### src/rtl/wfr_pkg.sv
package wfr_pkg;
  localparam int WFR_W    = 16;
  localparam int WFR_NIRQ = 8;

  // Mask of the bits that hold state for a given width and IRQ count.
  function automatic logic [WFR_W-1:0] wfr_impl_mask(input int nirq);
    logic [WFR_W-1:0] m;
    m = '0;
    for (int i = 0; i < nirq; i++) m[i] = 1'b1;
    m[nirq]     = 1'b1;
    m[nirq + 1] = 1'b1;
    m[WFR_W-1]  = 1'b1;
    return m;
  endfunction
endpackage

### src/rtl/wfr_event_merge.sv
module wfr_event_merge #(
  parameter int W    = wfr_pkg::WFR_W,
  parameter int NIRQ = wfr_pkg::WFR_NIRQ
) (
  input  logic [NIRQ-1:0] irq_pulse,
  input  logic            nmi_pulse,
  input  logic            mres_req,
  input  logic            dstby_enter,
  input  logic            mres_flag,
  output logic [W-1:0]    set_vec
);
  localparam int NMI_POS  = NIRQ;
  localparam int MRES_POS = NIRQ + 1;
  localparam int HOLD_POS = W - 1;

  logic irq_block;

  // A recorded or arriving manual-reset wake masks interrupt flags
  assign irq_block = mres_flag | mres_req;

  always_comb begin
    set_vec           = '0;
    set_vec[NIRQ-1:0] = irq_block ? '0 : irq_pulse;
    set_vec[NMI_POS]  = nmi_pulse;
    set_vec[MRES_POS] = mres_req;
    set_vec[HOLD_POS] = dstby_enter;
  end
endmodule

### src/rtl/wfr_arm_track.sv
module wfr_arm_track #(
  parameter int W = wfr_pkg::WFR_W
) (
  input  logic         clk,
  input  logic         rst_n,
  input  logic         warm_rst,
  input  logic         rd_word,
  input  logic         wr_word,
  input  logic [W-1:0] reg_q,
  output logic [W-1:0] armed
);
  always_ff @(posedge clk or negedge rst_n) begin
    if (!rst_n) begin
      armed <= '0;
    end else if (warm_rst || wr_word) begin
      armed <= '0;
    end else if (rd_word) begin
      armed <= armed | reg_q;
    end
  end
endmodule

### src/rtl/wfr_bit_cell.sv
module wfr_bit_cell #(
  parameter bit IMPL = 1'b1
) (
  input  logic clk,
  input  logic rst_n,
  input  logic set_i,
  input  logic clr_i,
  output logic q
);
  logic q_next;

  // Set takes priority over clear; unimplemented cells stay at 0
  assign q_next = (set_i | (q & ~clr_i)) & IMPL;

  always_ff @(posedge clk or negedge rst_n) begin
    if (!rst_n) q <= 1'b0;
    else        q <= q_next;
  end
endmodule

### src/rtl/wake_flag_reg.sv
module wake_flag_reg #(
  parameter int W    = wfr_pkg::WFR_W,
  parameter int NIRQ = wfr_pkg::WFR_NIRQ
) (
  input  logic            clk,
  input  logic            rst_n,
  input  logic            warm_rst,
  input  logic [NIRQ-1:0] irq_pulse,
  input  logic            nmi_pulse,
  input  logic            mres_req,
  input  logic            dstby_enter,
  input  logic            bus_rd,
  input  logic            bus_wr,
  input  logic            bus_word,
  input  logic [W-1:0]    bus_wdata,
  output logic [W-1:0]    reg_q,
  output logic            pin_hold
);
  localparam int          MRES_POS  = NIRQ + 1;
  localparam int          HOLD_POS  = W - 1;
  localparam logic [W-1:0] IMPL_MASK = wfr_pkg::wfr_impl_mask(NIRQ);

  logic         rd_word, wr_word;
  logic [W-1:0] set_vec, clr_vec, armed;

  assign rd_word = bus_rd & bus_word;
  assign wr_word = bus_wr & bus_word;

  wfr_event_merge #(.W(W), .NIRQ(NIRQ)) merge_i (
    .irq_pulse   (irq_pulse),
    .nmi_pulse   (nmi_pulse),
    .mres_req    (mres_req),
    .dstby_enter (dstby_enter),
    .mres_flag   (reg_q[MRES_POS]),
    .set_vec     (set_vec)
  );

  wfr_arm_track #(.W(W)) arm_i (
    .clk      (clk),
    .rst_n    (rst_n),
    .warm_rst (warm_rst),
    .rd_word  (rd_word),
    .wr_word  (wr_word),
    .reg_q    (reg_q),
    .armed    (armed)
  );

  // Zero written over an armed bit requests a clear
  assign clr_vec = wr_word ? (~bus_wdata & armed) : '0;

  for (genvar b = 0; b < W; b++) begin : g_cell
    wfr_bit_cell #(.IMPL(IMPL_MASK[b])) cell_i (
      .clk   (clk),
      .rst_n (rst_n),
      .set_i (set_vec[b]),
      .clr_i (clr_vec[b]),
      .q     (reg_q[b])
    );
  end

  assign pin_hold = reg_q[HOLD_POS];
endmodule

### config.mk
export PLATFORM = sky130hd
export DESIGN_NAME = wake_flag_reg
export DESIGN_NICKNAME = d
export VERILOG_FILES = /design/src/rtl/wfr_pkg.sv /design/src/rtl/wfr_event_merge.sv /design/src/rtl/wfr_arm_track.sv /design/src/rtl/wfr_bit_cell.sv /design/src/rtl/wake_flag_reg.sv
export SDC_FILE = /design/constraint.sdc
export NUM_CORES = 1
export LEC_CHECK = 0
export ABC_AREA = 1
export BUFFER_PORTS_ARGS = -buffer_cell sky130_fd_sc_hd__buf_2
export CAP_MARGIN = 20
export CORE_ASPECT_RATIO = 1.2
export CORE_MARGIN = 2
export CORE_UTILIZATION = 45
export DETAILED_ROUTE_END_ITERATION = 8
export PLACE_DENSITY = 0.8
export SLEW_MARGIN = 10
export SYNTH_ARGS = -nofsm -noshare
export SYNTH_HDL_FRONTEND = slang
export SYNTH_HIERARCHICAL = 1
export SYNTH_SLANG_ARGS = --single-unit
### constraint.sdc
create_clock -name clk -period 1.76 [get_ports clk]
set_input_delay 0.352 -clock clk [delete_from_list [all_inputs] [get_ports clk]]
set_output_delay 0.352 -clock clk [all_outputs]
set_load 0.03 [all_outputs]
==> metrics list <==
* Layout cell share with drive strength beyond 1: 27.1%
* Number of global-route vias before repair: 923
- Once placement finished, the instance area stood at 0.00144 mm².
- Endpoint class of the critical path: output port
* Clock latency on the worst-skew pair: 0.29 ns
- For this block, the via count after detailed routing is 998.
* Family with the most delay on the worst path: flip-flops
* Number of cells on the worst reg-to-reg path: 5
- The first global-routing pass estimated 3.57 mm of wire.
* Summed negative setup slack over all endpoints: 0 ns
- Starting utilization of the core area: 47.2%
- Maximum clock insertion buffer count: 2
- CP Data Required Time: 1.41 ns
- In this run the worst path has a maximum fanout of 4.
- Overall routing resource usage: 14.0%
- Placement Rows: 21
- Leak Pwr: 0.961 nW
- CP startpoint kind: register
- After detailed routing, the average wire length per cell comes to 7.75 µm.
- Final worst path period share: 72.1%
* Maximum number of pins on one net before global-route repair: 23
- Count of max-cap constraint violations: 0
- Synth warn: 6
* CTS tree: done
- Walking the worst path, the cells encountered are buf_2.
- At the placement stage, the worst setup path has a slack of 0.448 ns.
- The area growth from synthesis to layout is 10.5%.
- The slowest stage of the critical path is the sky130_fd_sc_hd__dfrtp_1 cell.
- Die outline height: 63.5 µm
- The critical path is of the register to output port type.
- Setup repair after global routing missed its margin: false
- Fin. Hold Viols: 0
- Detail Placement HPWL: 1.54 mm
- After clock tree synthesis, the repair step resized 0 gates.
- Data arrival time of the critical path: 0.92 ns
* Diodes inserted: 0
* Die width: 53.6 µm
* Core area: 0.00281 mm²
* Level count of the clock H-tree: 1
- After clock tree synthesis, the flow added hold-fix buffers numbering 0.
- Slew Viols, Final: 0
* Hold/Removal Path Class: primary input to async pin
- Sinks on the clock net: 22
* Worst path setup slack after routing: 0.492 ns
- Post-layout minimum cycle time: 1.27 ns
- The worst-case IR drop observed on VDD is 402 µV.
- Mean area per synthesized cell: 6.77 µm²
* Post-layout power: 0.00113 W
* Critical path buffer and inverter count: 1
- The flow ran to the end, and the final reports show no timing, DRC or antenna violations.
* Die footprint: 0.00340 mm²
* Ratio of total power to cell area: 770 mW/mm²
* Iteration-0 DRC count of the detailed router: 19
- The first detailed-routing pass took 4 iterations.
* Clock Tree Root: sky130_fd_sc_hd__clkbuf_4
- Buffers placed on the I/O ports in this run total 39.
* Total Wirelength: 2.01 mm
- Clock tree synthesis inserted a total of 3 buffers.
- In this run the register-to-register setup slack is 0.90 ns.
- # setup viols final: 0
- Design Area, Final: 0.00147 mm²
- After detailed routing, the number of remaining DRC violations is 0.
- Cell area after technology mapping: 0.00133 mm²
* Post-layout net count: 260
- For this run the aggregate overflow at the end of global routing stands at 0.
- Post-synthesis instance total: 196
- Endpoint of the most critical register-to-register path: g_cell[0].cell_i/q
- The startpoint identified for the worst register-to-register timing path is g_cell[9].cell_i/q.
* Number of setup buffers added after CTS: 0
- Worst slack on hold paths: 0.00917 ns
- 50 I/O pins were placed.
- After detailed routing, the number of vias per cell comes to 3.85.
- Counting every net in the synthesized netlist gives 229.
- Peak per-stage delay on the critical path: 0.41 ns
- Timing-limited maximum frequency: 0.789 GHz
- Clock transition time at the flip-flop clock pins of the worst setup and hold paths: 0.11 ns
- Clock skew on the completed layout was measured at 0.00215 ns.
- At the end of routability-driven placement, the weighted congestion stood at 0.739.
- The number of antenna violations at the first check in global routing is 0.
- In this run the remaining antenna-violating nets after routing total 0.
-- report_power, final --
group,switching [W],internal [W]
registers,0.0000423,0.000565
logic,0.000213,0.0000960
clock network,0.000132,0.0000794
total,0.000387,0.000740
-- area by class of cell --
cell class	instances	area [µm²]
Fill cell	293	1350
Sequential cell	22	551
Multi-Input combinational cell	94	403
Inverter	67	251
Timing Repair Buffer	39	195
Tap cell	34	42.5
Clock buffer	3	22.5
-- flip-flops by register name, indices dropped and copies added (netlist names) --
register,cells
g_cell.cell_i/q,11
arm_i/armed,11
-- layout by cell type, fill, tap and decap left out --
master,n
sky130_fd_sc_hd__buf_2,39
sky130_fd_sc_hd__nor2_1,11
sky130_fd_sc_hd__clkbuf_4,3
sky130_fd_sc_hd__dfrtp_1,22
sky130_fd_sc_hd__nor2_4,1
sky130_fd_sc_hd__nand2_4,1
sky130_fd_sc_hd__nand2_1,62
sky130_fd_sc_hd__conb_1,5
sky130_fd_sc_hd__nand2_2,6
sky130_fd_sc_hd__inv_1,64
sky130_fd_sc_hd__nor2_2,8
sky130_fd_sc_hd__inv_2,3
-- layer usage --
layer | track usage [%] | wire [µm] | part of all wire [%]
met3 | 1.42 | 105 | 5.2
met2 | 25.8 | 982 | 49
met4 | 5.77 | 25 | 1.2
met1 | 15.5 | 894 | 45
met5 | 0 | 0 | 0
-- per-stage QoR --
step	util, %	instances
after floorplan	-	196
after global placement	51.3	256
after detailed placement	51.3	256
after CTS	52.1	259
after global routing	52.1	259
final	52.1	259
-- how the worst max path moves through the flow --
stage                             start        endpoint  slack, ns  cells past startpoint
floorplan           g_cell[15].cell_i/q       reg_q[15]       0.65                      1
global placement               bus_word  arm_i/armed[1]       0.46                      6
detailed placement             bus_word  arm_i/armed[0]       0.45                      6
CTS                  g_cell[9].cell_i/q        reg_q[9]       0.47                      1
global route         g_cell[9].cell_i/q        reg_q[9]       0.43                      1
finish               g_cell[9].cell_i/q        reg_q[9]       0.49                      1
No activity file was read; power rests on OpenSTA's default activity.
